File: src/rtl/tmr_pkg.sv
package tmr_pkg;

    localparam int REG_W    = 32;
    localparam int SCALE_W  = 16;
    localparam int DEC_W    = 8;

    typedef enum logic [1:0] {
        FLD_CNT  = 2'd0,
        FLD_RLD  = 2'd1,
        FLD_CTL  = 2'd2,
        FLD_NONE = 2'd3
    } fld_e;

    localparam int CTL_EN   = 0;
    localparam int CTL_RST  = 1;
    localparam int CTL_LOAD = 2;
    localparam int CTL_IE   = 3;
    localparam int CTL_PEND = 4;

    localparam int CAP_SEP_IRQ   = 8;
    localparam int CAP_NO_FREEZE = 9;

endpackage

File: src/rtl/tmr_prescaler.sv
module tmr_prescaler
    import tmr_pkg::*;
(
    input  logic               clk,
    input  logic               rst_n,
    input  logic               wr_val_i,
    input  logic               wr_rld_i,
    input  logic [SCALE_W-1:0] wdata_i,
    output logic [SCALE_W-1:0] value_o,
    output logic [SCALE_W-1:0] reload_o,
    output logic               tick_o
);

    typedef struct packed {
        logic [SCALE_W-1:0] value;
        logic [SCALE_W-1:0] reload;
        logic               tick;
    } pre_t;

    pre_t st_d, st_q;

    always_comb begin
        st_d = st_q;
        if (st_q.value == '0) begin
            st_d.value = st_q.reload;
            st_d.tick  = 1'b1;
        end else begin
            st_d.value = st_q.value - 1'b1;
            st_d.tick  = 1'b0;
        end
        if (wr_val_i) st_d.value  = wdata_i;
        if (wr_rld_i) st_d.reload = wdata_i;
    end

    always_ff @(posedge clk) begin
        if (!rst_n) st_q <= '0;
        else        st_q <= st_d;
    end

    assign value_o  = st_q.value;
    assign reload_o = st_q.reload;
    assign tick_o   = st_q.tick;

    // reaching zero produces a tick and a reload in the next cycle
    assert_tick_on_zero_R3: assert property (@(posedge clk) disable iff (!rst_n)
        (st_q.value == '0 && !wr_val_i) |=> (st_q.tick && st_q.value == $past(st_q.reload)));

    // a nonzero value steps down by one without a tick
    assert_step_down_R3: assert property (@(posedge clk) disable iff (!rst_n)
        (st_q.value != '0 && !wr_val_i) |=> (!st_q.tick && st_q.value == $past(st_q.value) - 16'd1));

endmodule

File: src/rtl/tmr_decode.sv
module tmr_decode
    import tmr_pkg::*;
#(
    parameter int N_CH = 2
) (
    input  logic [DEC_W-1:0] off_i,
    output logic             unit_sel_o,
    output logic [N_CH-1:0]  ch_sel_o,
    output fld_e             fld_o
);

    logic [3:0] slot;
    fld_e       fld;

    assign slot  = off_i[7:4];
    assign fld   = fld_e'(off_i[3:2]);
    assign fld_o = fld;

    assign unit_sel_o = (slot == 4'd0) && (fld != FLD_NONE);

    for (genvar k = 0; k < N_CH; k++) begin : g_sel
        assign ch_sel_o[k] = (slot == 4'(k + 1)) && (fld != FLD_NONE);
    end

    // an address selects at most one register window
    always_comb begin
        assert_one_window_R5: assert ($onehot0({unit_sel_o, ch_sel_o}));
    end

endmodule

File: src/rtl/tmr_channel.sv
module tmr_channel
    import tmr_pkg::*;
#(
    parameter int CNT_W = 32
) (
    input  logic             clk,
    input  logic             rst_n,
    input  logic             tick_i,
    input  logic             sel_i,
    input  logic             we_i,
    input  fld_e             fld_i,
    input  logic [REG_W-1:0] wdata_i,
    output logic [REG_W-1:0] rdata_o,
    output logic             irq_o
);

    typedef struct packed {
        logic [CNT_W-1:0] cnt;
        logic [CNT_W-1:0] rld;
        logic             en;
        logic             rst;
        logic             ie;
        logic             pend;
        logic             irq;
    } ch_t;

    ch_t  st_d, st_q;
    logic we_cnt, we_rld, we_ctl, hit_zero;

    assign we_cnt   = sel_i && we_i && (fld_i == FLD_CNT);
    assign we_rld   = sel_i && we_i && (fld_i == FLD_RLD);
    assign we_ctl   = sel_i && we_i && (fld_i == FLD_CTL);
    assign hit_zero = tick_i && st_q.en && (st_q.cnt == '0);

    always_comb begin
        st_d     = st_q;
        st_d.irq = 1'b0;
        if (tick_i && st_q.en) begin
            if (st_q.cnt == '0) begin
                if (st_q.rst) st_d.cnt = st_q.rld;
                else          st_d.en  = 1'b0;
            end else begin
                st_d.cnt = st_q.cnt - 1'b1;
            end
        end
        if (we_cnt) st_d.cnt = wdata_i[CNT_W-1:0];
        if (we_rld) st_d.rld = wdata_i[CNT_W-1:0];
        if (we_ctl) begin
            st_d.en  = wdata_i[CTL_EN];
            st_d.rst = wdata_i[CTL_RST];
            st_d.ie  = wdata_i[CTL_IE];
            if (wdata_i[CTL_PEND]) st_d.pend = 1'b0;
            if (wdata_i[CTL_LOAD]) st_d.cnt  = st_q.rld;
        end
        if (hit_zero && st_q.ie) begin
            st_d.pend = 1'b1;
            st_d.irq  = 1'b1;
        end
    end

    always_ff @(posedge clk) begin
        if (!rst_n) st_q <= '0;
        else        st_q <= st_d;
    end

    always_comb begin
        rdata_o = '0;
        unique case (fld_i)
            FLD_CNT: rdata_o = REG_W'(st_q.cnt);
            FLD_RLD: rdata_o = REG_W'(st_q.rld);
            FLD_CTL: begin
                rdata_o[CTL_EN]   = st_q.en;
                rdata_o[CTL_RST]  = st_q.rst;
                rdata_o[CTL_IE]   = st_q.ie;
                rdata_o[CTL_PEND] = st_q.pend;
            end
            default: rdata_o = '0;
        endcase
    end

    assign irq_o = st_q.irq;

    // an interrupt pulse always leaves the pending flag set
    assert_irq_pending_R10: assert property (@(posedge clk) disable iff (!rst_n)
        st_q.irq |-> st_q.pend);

    // an enabled channel steps down by one on a tick
    assert_count_step_R10: assert property (@(posedge clk) disable iff (!rst_n)
        (tick_i && st_q.en && st_q.cnt != '0 && !(sel_i && we_i)) |=> st_q.cnt == $past(st_q.cnt) - 1'b1);

    // a one-shot underflow drops enable
    assert_oneshot_stop_R10: assert property (@(posedge clk) disable iff (!rst_n)
        (hit_zero && !st_q.rst && !(sel_i && we_i)) |=> !st_q.en);

endmodule

File: src/rtl/tmr_unit.sv
module tmr_unit
    import tmr_pkg::*;
#(
    parameter int N_CH     = 2,
    parameter int IRQ_BASE = 8,
    parameter int ADDR_W   = 12,
    parameter int CNT_W    = 32
) (
    input  logic              clk,
    input  logic              rst_n,
    input  logic [ADDR_W-1:0] reg_addr,
    input  logic              reg_we,
    input  logic [REG_W-1:0]  reg_wdata,
    output logic [REG_W-1:0]  reg_rdata,
    output logic              tick,
    output logic [N_CH-1:0]   irq
);

    localparam logic [REG_W-1:0] CAP_WORD =
        REG_W'(N_CH % 8) |
        (REG_W'(IRQ_BASE & 31) << 3) |
        (REG_W'(1) << CAP_SEP_IRQ) |
        (REG_W'(1) << CAP_NO_FREEZE);

    logic                unit_sel;
    logic [N_CH-1:0]     ch_sel;
    fld_e                fld;
    logic [SCALE_W-1:0]  pre_value, pre_reload;
    logic [REG_W-1:0]    ch_rd [N_CH];

    tmr_decode #(.N_CH(N_CH)) u_decode (
        .off_i      (reg_addr[DEC_W-1:0]),
        .unit_sel_o (unit_sel),
        .ch_sel_o   (ch_sel),
        .fld_o      (fld)
    );

    tmr_prescaler u_prescaler (
        .clk      (clk),
        .rst_n    (rst_n),
        .wr_val_i (unit_sel && reg_we && fld == FLD_CNT),
        .wr_rld_i (unit_sel && reg_we && fld == FLD_RLD),
        .wdata_i  (reg_wdata[SCALE_W-1:0]),
        .value_o  (pre_value),
        .reload_o (pre_reload),
        .tick_o   (tick)
    );

    for (genvar k = 0; k < N_CH; k++) begin : g_ch
        tmr_channel #(.CNT_W(CNT_W)) u_channel (
            .clk     (clk),
            .rst_n   (rst_n),
            .tick_i  (tick),
            .sel_i   (ch_sel[k]),
            .we_i    (reg_we),
            .fld_i   (fld),
            .wdata_i (reg_wdata),
            .rdata_o (ch_rd[k]),
            .irq_o   (irq[k])
        );
    end

    always_comb begin
        reg_rdata = '0;
        if (unit_sel) begin
            unique case (fld)
                FLD_CNT: reg_rdata = REG_W'(pre_value);
                FLD_RLD: reg_rdata = REG_W'(pre_reload);
                FLD_CTL: reg_rdata = CAP_WORD;
                default: reg_rdata = '0;
            endcase
        end
        for (int k = 0; k < N_CH; k++) begin
            if (ch_sel[k]) reg_rdata = reg_rdata | ch_rd[k];
        end
    end

    // an offset that selects no register reads as zero
    assert_unmapped_zero_R6: assert property (@(posedge clk) disable iff (!rst_n)
        !(unit_sel || (|ch_sel)) |-> reg_rdata == '0);

    // interrupts stay low in the first cycle after reset
    assert_reset_quiet_R1: assert property (@(posedge clk)
        !rst_n |=> irq == '0);

endmodule

File: config.mk
export PLATFORM = sky130hd
export DESIGN_NAME = tmr_unit
export DESIGN_NICKNAME = d
export VERILOG_FILES = /design/src/rtl/tmr_pkg.sv /design/src/rtl/tmr_prescaler.sv /design/src/rtl/tmr_decode.sv /design/src/rtl/tmr_channel.sv /design/src/rtl/tmr_unit.sv
export SDC_FILE = /design/constraint.sdc
export NUM_CORES = 1
export LEC_CHECK = 0
export ABC_AREA = 1
export BUFFER_PORTS_ARGS = -buffer_cell sky130_fd_sc_hd__buf_2
export CORE_UTILIZATION = 30
export CTS_CLUSTER_SIZE = 25
export DETAILED_ROUTE_END_ITERATION = 8
export PLACE_DENSITY = 0.42
export SYNTH_ARGS = -nofsm -noshare
export SYNTH_HDL_FRONTEND = slang
export SYNTH_SLANG_ARGS = --single-unit
File: constraint.sdc
create_clock -name clk -period 4.05 [get_ports clk]
set_input_delay 0 -clock clk [delete_from_list [all_inputs] [get_ports clk]]
set_output_delay 0 -clock clk [all_outputs]
set_load 0.01 [all_outputs]
==> metrics.md, run 1 <==
| Metric | Value |
|---|---|
| Die height | `203 µm` |
| Crit-path cells | `dlygate4sd3_1, buf_2, nor2_4, inv_2, o21ai_0, a221o_1, buf_2` |
| RSZ-0062 raised after global routing | `no` |
| Worst path buffer plus inverter count | `4` |
| Netlist cell types | `42` |
| Initial Util | `a little under a third` |
| Share of cells above drive strength 1 | `under 10%` |
| Synthesized area | `approximately 12,000 µm²` |
| Post-DR vias/cell | `approximately 5.3` |
| DR pass1 iterations | `5` |
| Final HPWL DP | `about 37,000 µm` |
| Number of top-level pins | `82` |
| Max clock buf depth | `2` |
| Layout Utilization | `34.4%` |
| Peak VDD IR | `0.259 mV` |
| FILL cells | `around 4,600` |
| DIE AREA | `41,300 µm²` |
| # hold bufs at CTS | `32` |
| Pin count of the biggest net entering global routing | `about 110` |
| Clk Tree Root Cell | `clkbuf_16` |
| Vias in the first global route | `~13,000` |
| Worst-Margin Slew | `1120 ps` |
| Hold slack | `35.3 ps` |
| Final max-slew violation count | `0` |
| Row count | `73` |
| Register area | `3430 µm²` |
| Clock sink count | `171` |
| Final setup fails | `0` |
| Worst Setup End Kind | `primary output` |
| Min Tclk post-route | `about 3000 ps` |
| CP peak stage delay | `between 800 and 900 ps` |
| Total CTS buffers | `17` |
| Post-CTS Setup Bufs | `0` |
| Crit path arrival time | `2990 ps` |
| Final worst-path cycle share | `73.8%` |
| Syn Inst Count | `2,023` |
| Critical Path Fanout Max | `34` |
| I/O Buffers | `75` |
| Sw Share | `about a third` |
| Crit-path leading delay family | `buffers and inverters` |
| Final net count | `between 2,000 and 2,500` |
| H-tree depth | `4` |
| Most frequent CP cell | `buf_2` |
| Fmax | `between 300 and 400 MHz` |
| Flops & latches, synth | `about 170` |
| Main synth FF type | `dfxtp_1` |
| Hold crit path type | `primary input to register` |
| Clk_skew | `approximately 14 ps` |
| Worst EP required | `slightly above 4000 ps` |
| Int Power | `between 3 and 4 mW` |
| Final setup TNS | `0 ps` |
| Post_cts resized | `0` |
| Clock-pin slew on the worst setup and hold paths | `80 ps` |
| DRT antenna net count | `0` |
| Average wire per standard cell | `20.1 µm` |
| Number of synthesized flops with an enable pin | `0` |
| GRT Residual Overflow | `0` |
| Placed cells | `2,523` |
| Slew HR | `25.5%` |
| Status | `complete, no violations` |
| Combinational share of power | `a little under a quarter` |
| Area occupied by multi-input gates | `7390 µm²` |
| DP Area | `~13,000 µm²` |
| Net Sw Power | `between 1.5 and 2 mW` |
| Clk_lat worst skew | `500 ps` |
| GRT Util Overall | `approximately 26%` |
| Initial antenna violation count | `0` |
| Syn nets | `~2,100` |
| YS warnings | `0` |
| Antenna cells | `0` |
| Area Growth Syn to Fin | `12.8%` |
| Core ar. | `39,800 µm²` |
| DRC Markers | `0` |
| First-pass GRT wire length | `between 70,000 and 80,000 µm` |
| Mapped Avg Cell Area | `about 6 µm²` |
| Die W | `203 µm` |
| Non-Filler Instances | `~2,600` |
| Final hold violations | `0` |
| RePlAce Congestion | `0.907` |
| CP Class | `primary input to primary output` |
| Post-Place Worst Slack | `1450 ps` |
| CTS tree | `yes` |
| Post-synth ARST share | `0%` |
| Max-cap check violation count | `0` |
| Worst setup SP type | `primary input` |
| Post-route cell area | `13,700 µm²` |
| DR iter-0 viols | `between 1,000 and 1,500` |
| WL final | `52,100 µm` |
| Clock network power share | `~38%` |
| Worst-path cell with the longest stage delay | `o21ai_0` |
| PD cells | `~340 nW/µm²` |
| Pwr Total | `4.60 mW` |
| Post-route setup slack | `1060 ps` |
| Routed vias | `~14,000` |
| Register share of total power | `38.9%` |
| Static leakage | `5.90 nW` |
| Post-synthesis sequential area ratio | `between 20% and 30%` |
==> cell usage in the layout, fill, tap and decap left out, types with 3 or more instances in the layout <==
cell and instances:
a21oi_1 250, o22ai_1 21, a221o_1 12, nor3_1 7
clkbuf_16 17, o21ai_1 9, o211ai_1 9, a211oi_1 6
clkinvlp_4 4, nor2_1 209, a31oi_1 4, a221oi_1 5
inv_2 11, buf_2 74, nor2_4 8, dfxtp_1 169
nand2_1 432, a22o_1 16, nor2_2 3, nor3_2 4
nand3_1 100, inv_1 204, o21ai_0 343, nand2_2 5
inv_6 4, dlygate4sd3_1 32, ha_1 6, buf_4 19
nand4_1 16, xor2_1 32, o21bai_1 4, o221ai_1 5
==> kinds of logic after synthesis <==
logic type | Yosys count | share of synthesized area [%]
xor+xnor | 34 | 2.45
flops | 171 | 28.2
buf+inv | 333 | 11.0
mux | 1 | 0.0825
fa+ha+maj | 6 | 0.619
compound gates | 686 | 30.3
simple gates | 792 | 27.4
==> worst reg2reg max path, stage by stage (launching register included) <==
cell	delay, ps
dfxtp_1	300
inv_1	180
ha_1	300
nand3_1	100
nor2_1	100
nand2_1	50
nor2_1	260
nand2_1	570
nor2_1	400
nand2_1	100
nand3_1	90
a21oi_1	60
==> power by group through the flow <==
stage          Clock [mW]  Combinational [mW]  Sequential (mW)
6_report             1.75                1.06             1.79
5_1_grt              1.85                1.20             1.79
4_1_cts              1.80                1.06             1.79
3_5_place_dp            0                1.03             1.83
3_3_place_gp            0                1.03             1.83
2_1_floorplan           0               0.734             1.81
==> cell type report <==
class / instances / area share [%]
multi-input combinational: 1519 / 54.0
sequential: 171 / 25.0
timing repair buffer: 125 / 6.08
inverter: 215 / 5.89
tap: 525 / 4.80
clock buffer: 19 / 3.23
clock inverter: 12 / 1.01
==> cells in the mapped netlist, types with 4 or more instances <==
| library cell | count | area, µm² |
|---|---|---|
| o21ai_1 | 9 | 45.0 |
| dfxtp_1 | 171 | 3420 |
| a221o_1 | 12 | 120 |
| a221oi_1 | 5 | 43.8 |
| inv_1 | 204 | 766 |
| nor2_1 | 209 | 785 |
| o211ai_1 | 9 | 67.6 |
| o21bai_1 | 4 | 30.0 |
| o221ai_1 | 5 | 43.8 |
| inv_2 | 11 | 41.3 |
| nand2_1 | 433 | 1630 |
| nor2_4 | 7 | 78.8 |
| nor3_2 | 4 | 40.0 |
| buf_1 | 5 | 18.8 |
| nor2_2 | 4 | 25.0 |
| nor3_1 | 7 | 35.0 |
| nand2_2 | 4 | 25.0 |
| nand3_1 | 100 | 500 |
| a31oi_1 | 4 | 25.0 |
| o21ai_0 | 343 | 1720 |
| clkbuf_1 | 69 | 259 |
| a211oi_1 | 6 | 45.0 |
| xor2_1 | 32 | 280 |
| o22ai_1 | 21 | 131 |
| nand4_1 | 16 | 100 |
| a21oi_1 | 250 | 1250 |
| buf_2 | 35 | 175 |
| a22o_1 | 16 | 140 |
| buf_4 | 5 | 37.5 |
| ha_1 | 6 | 75.1 |
==> final timing paths <==
path | startpoint | end | slack (ps) | depth (start not counted)
max | reg_addr[2] | reg_rdata[14] | 1060 | 7
min | reg_wdata[8] | g_ch[1].u_channel.st_q[13] | 40 | 3
max reg2reg | g_ch[0].u_channel.st_q[37] | g_ch[0].u_channel.st_q[47] | 1440 | 11
min reg2reg | g_ch[1].u_channel.st_q[2] | g_ch[1].u_channel.st_q[2] | 480 | 2
==> routing by layer <==
layer / global-route usage, % / part of all wire (%)
met5: 0 / 0
met4: 10.7 / 3.3
met3: 4.21 / 5.0
met2: 40.0 / 44
met1: 35.0 / 47
==> registers in the layout, indices dropped and copies added (netlist names) <==
signal,cells
u_prescaler.tick_o,1
g_ch.u_channel.irq_o,2
u_prescaler.reload_o,16
g_ch.u_channel.st_q,136
u_prescaler.value_o,16
No activity file was read; power rests on OpenSTA's default activity.
==> inputs of run 2 (changes only) <==
ABC_AREA = 0   (was 1)
clock period = 3.03 ns   (was 4.05 ns; I/O delays follow)
==> run 2 against run 1 <==
Against the previous run: first-iteration DRC count is 5.4% higher; synthesized area is 4.7% lower; core utilization increased by 2.1 points.
==> metrics.md, run 2 <==
| Metric | Value |
|---|---|
| Syn Inst Count | `1,598` |
| Area Growth Syn to Fin | `19.0%` |
| DRT antenna net count | `0` |
| Top reg by flops | `g_ch.u_channel.st_q` |
| Vias in the first global route | `approximately 12,000` |
| Clk Tree Root Cell | `clkbuf_16` |
| Critical Path Fanout Max | `16` |
| Peak VDD IR | `0.398 mV` |
| Worst-Margin Slew | `approximately 850 ps` |
| Worst Setup End Kind | `register` |
| Hold Crit Endpoint | `g_ch[0].u_channel.st_q[32]` |
| GRT Util Overall | `27.8%` |
| Share of the synthesized area in the top cell type | `29.6%` |
| GRT Residual Overflow | `0` |
| Clk_skew | `13.5 ps` |
| RePlAce Congestion | `0.889` |
| Top-count cell post-synth | `nand2_1` |
| RSZ-0062 raised after global routing | `no` |
| Hold crit path type | `primary input to register` |
| CTS tree | `yes` |
| Post-synth ARST share | `0%` |
| DRC Markers | `0` |
| Final setup TNS | `0 ps` |
| CP Class | `register to register` |
| Post-synthesis sequential area ratio | `between 20% and 30%` |
| I/O Buffers | `75` |
| Post-DR vias/cell | `just under 6` |
| Yosys top cell by area | `dfxtp_1` |
| Post-route setup slack | `205 ps` |
| H-tree depth | `4` |
| Final setup fails | `0` |
| Share of cells above drive strength 1 | `14.4%` |
| Number of top-level pins | `82` |
| Final max-slew violation count | `0` |
| Die W | `198 µm` |
| Die height | `~200 µm` |
| Routed vias | `about 13,000` |
| Final hold violations | `0` |
| Static leakage | `5.13 nW` |
| Pin count of the biggest net entering global routing | `90` |
| Most frequent cells in the layout | `nand2_1, a21oi_1, dfxtp_1, nor2_1, buf_4` |
| Initial antenna violation count | `0` |
| Final HPWL DP | `38,700 µm` |
| Main area contributors after synthesis | `dfxtp_1, nand2_1, mux2i_1` |
| Hold wc startpoint | `rst_n` |
| Reg2reg setup slack | `between 200 and 250 ps` |
| Status | `complete, no violations` |
| PD cells | `463 nW/µm²` |
| Final worst-path cycle share | `between 90% and 100%` |
| First-pass GRT wire length | `80,200 µm` |
| FILL cells | `4,071` |
| Worst R2R End | `g_ch[0].u_channel.st_q[42]` |
| Register area | `3420 µm²` |
| Area occupied by multi-input gates | `approximately 7500 µm²` |
| DR pass1 iterations | `5` |
| Synthesized area | `11,600 µm²` |
| Total CTS buffers | `17` |
| Max clock buf depth | `2` |
| Hold depth | `3` |
| DR iter-0 viols | `roughly 1,200` |
| Max-cap check violation count | `0` |
| Clock-pin slew on the worst setup and hold paths | `around 80 ps` |
| Pwr Total | `6.37 mW` |
| Clk_lat worst skew | `roughly 460 ps` |
| Post-CTS Setup Bufs | `0` |
| Crit path arrival time | `approximately 3200 ps` |
| WL final | `roughly 54,000 µm` |
| Final net count | `1,726` |
| Main synth FF type | `dfxtp_1` |
| Antenna cells | `0` |
| Initial Util | `30.6%` |
| Post-Place Worst Slack | `216 ps` |
| Slew HR | `43.6%` |
| Commonest cells in the netlist | `nand2_1, a21oi_1, dfxtp_1` |
| Core ar. | `between 30,000 and 40,000 µm²` |
| Mapped Avg Cell Area | `7.23 µm²` |
| Syn nets | `~1,700` |
| Clock sink count | `171` |
| Post_cts resized | `0` |
| Row count | `just over 70` |
| Commonest non-fill, non-tap cell in the layout | `nand2_1` |
| Number of synthesized flops with an enable pin | `0` |
| YS warnings | `0` |
| Flops & latches, synth | `about 170` |
| DIE AREA | `between 30,000 and 40,000 µm²` |
| Netlist cell types | `between 70 and 80` |
| Fmax | `354 MHz` |
| Min Tclk post-route | `approximately 2800 ps` |
| Average wire per standard cell | `between 20 and 25 µm` |
| Worst setup SP type | `register` |
| FF-to-FF Start | `g_ch[0].u_channel.st_q[47]` |
| FF-to-FF path depth | `7` |
| Largest register FFs | `between 100 and 150` |
| Worst EP required | `3380 ps` |
-- run 2: changes by cell type in the layout (fill, tap and decap cells not counted), sizes merged, moves of 52 or more --
cell   before  now
o21ai     352   93
nor2      220  111
nand3     101   49
buf        93  176
inv       219   16
mux2i       1   92
nand2     439  268
a21oi     250  173
-- run 2: kinds of logic (layout without fill, tap and decap cells) --
group | after synthesis | in the layout | synth area share [%]
flip-flops | 171 | 171 | 29.6
multiplexers | 96 | 96 | 8.36
AO/OA/AOI/OAI | 499 | 499 | 27.6
buffers and inverters | 166 | 254 | 5.58
AND/OR/NAND/NOR | 632 | 632 | 26.1
adder cells (fa/ha/maj) | 6 | 6 | 0.649
XOR/XNOR | 28 | 28 | 2.12
-- run 2: critical path, cell delays in order (launching register included) --
cell,delay [ps]
dfxtp_1,310
or4_4,570
or3_4,480
or4_1,540
buf_4,240
a2111oi_4,280
nor4_1,80
o221a_1,230
-- run 2: repair_timing --
item	4_1_cts	5_1_grt
hold endpoints to repair	113	0
hold buffers	32	0
setup endpoints to repair	0	0
-- run 2: report_power, final --
part	switching, mW	internal (mW)	leakage, nW
combinational	0.920	0.649	3.46
clock	1.03	1.29	0.284
sequential	0.144	2.34	1.38
-- run 2: per-layer routing --
metal / global-route usage [%] / vias up / share of wire [%]
met5: 0 / - / 0
met4: 8.53 / 0 / 2.6
met3: 4.19 / 57 / 6.0
met2: 42.7 / 453 / 44
met1: 39.7 / 6289 / 48
li1: - / 6064 / -
-- run 2: worst max path at each step --
stage / start / end / slack, ps / depth (start not counted)
finish: g_ch[0].u_channel.st_q[47] / g_ch[0].u_channel.st_q[42] / 200 / 7
global route: g_ch[0].u_channel.st_q[37] / g_ch[0].u_channel.st_q[48] / 10 / 10
CTS: g_ch[0].u_channel.st_q[47] / g_ch[0].u_channel.st_q[42] / 210 / 7
detailed placement: g_ch[0].u_channel.st_q[47] / g_ch[0].u_channel.st_q[42] / 220 / 7
global placement: g_ch[0].u_channel.st_q[47] / g_ch[0].u_channel.st_q[42] / 210 / 7
floorplan: g_ch[0].u_channel.st_q[37] / g_ch[0].u_channel.st_q[42] / 370 / 10
-- run 2: layout make-up --
| cell class | instances | area share, % |
|---|---|---|
| multi-input cells | 1261 | 54.7 |
| flip-flops and latches | 171 | 24.9 |
| repair buffers | 208 | 11.0 |
| well taps | 511 | 4.65 |
| clock buffers | 23 | 3.47 |
| clock inverters | 9 | 0.809 |
| inverters | 14 | 0.400 |
-- run 2: through the flow --
step	area, µm²	util [%]	cells	hold slack (ps)
3_3_place_gp	12800	34.0	2133	291
5_1_grt	13800	36.4	2197	28.6
2_1_floorplan	11600	-	1598	130
4_1_cts	13800	36.4	2197	3.93
6_report	13800	36.4	2197	19.1
3_5_place_dp	12800	34.0	2133	287
==> inputs of run 3 (changes only) <==
CAP_MARGIN = 20   (was not set)
CTS_CLUSTER_SIZE = not set   (was 25)
HOLD_SLACK_MARGIN = 0.05   (was not set)
==> run 3 against run 2 <==
Against the previous run: critical path depth unchanged; total power about the same; sequential share of layout area shrank 0.054 points; die area did not move; sequential power about the same; maximum frequency up 0.12%; worst hold slack gained 180 ps; via count shrank 0.12%; worst setup slack improved by 3.3 ps; routed wire length barely moved; clock-buffer cell count unchanged; largest cell class unchanged.
==> metrics.md, run 3 (synthesis results as in run 2) <==
| Metric | Value |
|---|---|
| Status | `complete, no violations` |
| Worst setup SP type | `register` |
| Die height | `198 µm` |
| DR pass1 iterations | `6` |
| Register share of total power | `39.0%` |
| Pin count of the biggest net entering global routing | `90` |
| Clock network power share | `36.3%` |
| Average wire per standard cell | `24.6 µm` |
| CTS tree | `yes` |
| DIE AREA | `39,300 µm²` |
| Clock sink count | `approximately 170` |
| Critical Path Fanout Max | `16` |
| PD cells | `461 nW/µm²` |
| I/O Buffers | `75` |
| WL final | `54,100 µm` |
| Share of cells above drive strength 1 | `14.4%` |
| RSZ-0062 raised after global routing | `no` |
| Static leakage | `a little over 5 nW` |
| Worst Setup End Kind | `register` |
| DP Area | `about 13,000 µm²` |
| Peak VDD IR | `between 0.3 and 0.4 mV` |
| Sw Share | `32.8%` |
| Initial antenna violation count | `0` |
| Reg2reg setup slack | `210 ps` |
| Commonest non-fill, non-tap cell in the layout | `nand2_1` |
| Max-cap check violation count | `0` |
| Final worst-path cycle share | `between 90 and 100%` |
| Crit-path cells | `or4_4, or3_4, or4_1, buf_4, a2111oi_4, nor4_1, o221a_1` |
| Final hold violations | `0` |
| Hold crit path type | `primary input to register` |
| First-pass GRT wire length | `80,200 µm` |
| Worst path buffer plus inverter count | `1` |
| Row count | `71` |
| Vias in the first global route | `11,900` |
| Crit-path leading delay family | `simple AND/OR/NAND/NOR gates` |
| Number of top-level pins | `about 80` |
| Final max-slew violation count | `0` |
| Clk_skew | `11.8 ps` |
| Worst-Margin Slew | `831 ps` |
| Post-DR vias/cell | `around 6` |
| Final setup TNS | `0 ps` |
| RePlAce Congestion | `0.889` |
| Slew HR | `between 40 and 50%` |
| Area Growth Syn to Fin | `19.3%` |
| Antenna cells | `0` |
| Min Tclk post-route | `~2800 ps` |
| Top reg by flops | `g_ch.u_channel.st_q` |
| Clk_lat worst skew | `roughly 460 ps` |
| Int Power | `4.27 mW` |
| Final setup fails | `0` |
| Post-route cell area | `13,800 µm²` |
| Worst EP required | `3380 ps` |
| Final HPWL DP | `38,700 µm` |
| H-tree depth | `4` |
| Clk Tree Root Cell | `clkbuf_16` |
| Core ar. | `about 38,000 µm²` |
| Worst-path cell with the longest stage delay | `or4_4` |
| Largest register FFs | `around 140` |
| Initial Util | `30.6%` |
| CP peak stage delay | `570 ps` |
| GRT Util Overall | `27.9%` |
| Net Sw Power | `2.09 mW` |
| Final net count | `between 1,500 and 2,000` |
| Post-CTS Setup Bufs | `0` |
| DRC Markers | `0` |
| Die W | `a little under 200 µm` |
| GRT Residual Overflow | `0` |
| Clock-pin slew on the worst setup and hold paths | `about 70 ps` |
| Combinational share of power | `between 20% and 30%` |
| Routed vias | `12,800` |
| Max clock buf depth | `2` |
| Fmax | `354 MHz` |
| Total CTS buffers | `17` |
| Most frequent cells in the layout | `nand2_1, a21oi_1, dfxtp_1, nor2_1, buf_4` |
| CP Class | `register to register` |
| DRT antenna net count | `0` |
| Crit path arrival time | `3170 ps` |
| DR iter-0 viols | `1,265` |
[run 3: cell count changes in the layout (fill, tap and decap cells not counted), sizes merged]
cell	before	now
dlygate4sd3	32	35
[run 3: final cells by class]
| type | count | area, µm² |
|---|---|---|
| multi-input combinational | 1261 | 7530 |
| tap | 511 | 639 |
| inverter | 14 | 55.1 |
| timing repair buffer | 211 | 1550 |
| fill | 4071 | 24000 |
| clock buffer | 23 | 478 |
| sequential | 171 | 3420 |
| clock inverter | 9 | 111 |
[run 3: power groups by stage]
stage	sequential [mW]	clock, mW	combinational, mW
6_report	2.48	2.31	1.57
3_3_place_gp	2.53	0	1.52
2_1_floorplan	2.46	0	1.07
4_1_cts	2.47	2.36	1.56
3_5_place_dp	2.53	0	1.52
5_1_grt	2.49	2.46	1.72
[run 3: worst paths after layout]
path,from,to,cells after the start
setup / recovery,g_ch[0].u_channel.st_q[47],g_ch[0].u_channel.st_q[42],7
hold / removal,reg_addr[4],g_ch[1].u_channel.st_q[60],5
setup reg to reg,g_ch[0].u_channel.st_q[47],g_ch[0].u_channel.st_q[42],7
hold reg to reg,g_ch[0].u_channel.st_q[1],g_ch[0].u_channel.st_q[1],2
[run 3: worst reg2reg max path: cells and delay by family, from the launching register on]
kind / cells / cell delay (ps)
compound gates: 2 / 510
buf+inv: 1 / 240
flops: 1 / 310
simple gates: 4 / 1670
[run 3: what timing repair did]
action / 4_1_cts / 5_1_grt
endpoints found under the hold margin: 138 / 0
hold buffers: 35 / 0
resized for setup: 0 / 0
[run 3: metrics by stage]
| stage | hold WS (ps) | cells | worst slack (ps) | power [mW] | util (%) |
|---|---|---|---|---|---|
| finish | 200 | 2200 | 208 | 6.36 | 36.5 |
| global route | 201 | 2200 | 13.8 | 6.68 | 36.5 |
| floorplan | 130 | 1598 | 371 | 3.53 | - |
| global placement | 291 | 2133 | 213 | 4.05 | 34.0 |
| CTS | 158 | 2200 | 205 | 6.40 | 36.5 |
| detailed placement | 287 | 2133 | 216 | 4.05 | 34.0 |
[run 3: metal layers]
| metal | global-route usage, % | vias to the layer above | wire, µm |
|---|---|---|---|
| li1 | - | 6068 | - |
| met1 | 39.7 | 6275 | 25600 |
| met2 | 42.8 | 452 | 23900 |
| met3 | 4.17 | 52 | 3190 |
| met4 | 8.53 | 0 | 1380 |
| met5 | 0 | - | 0 |
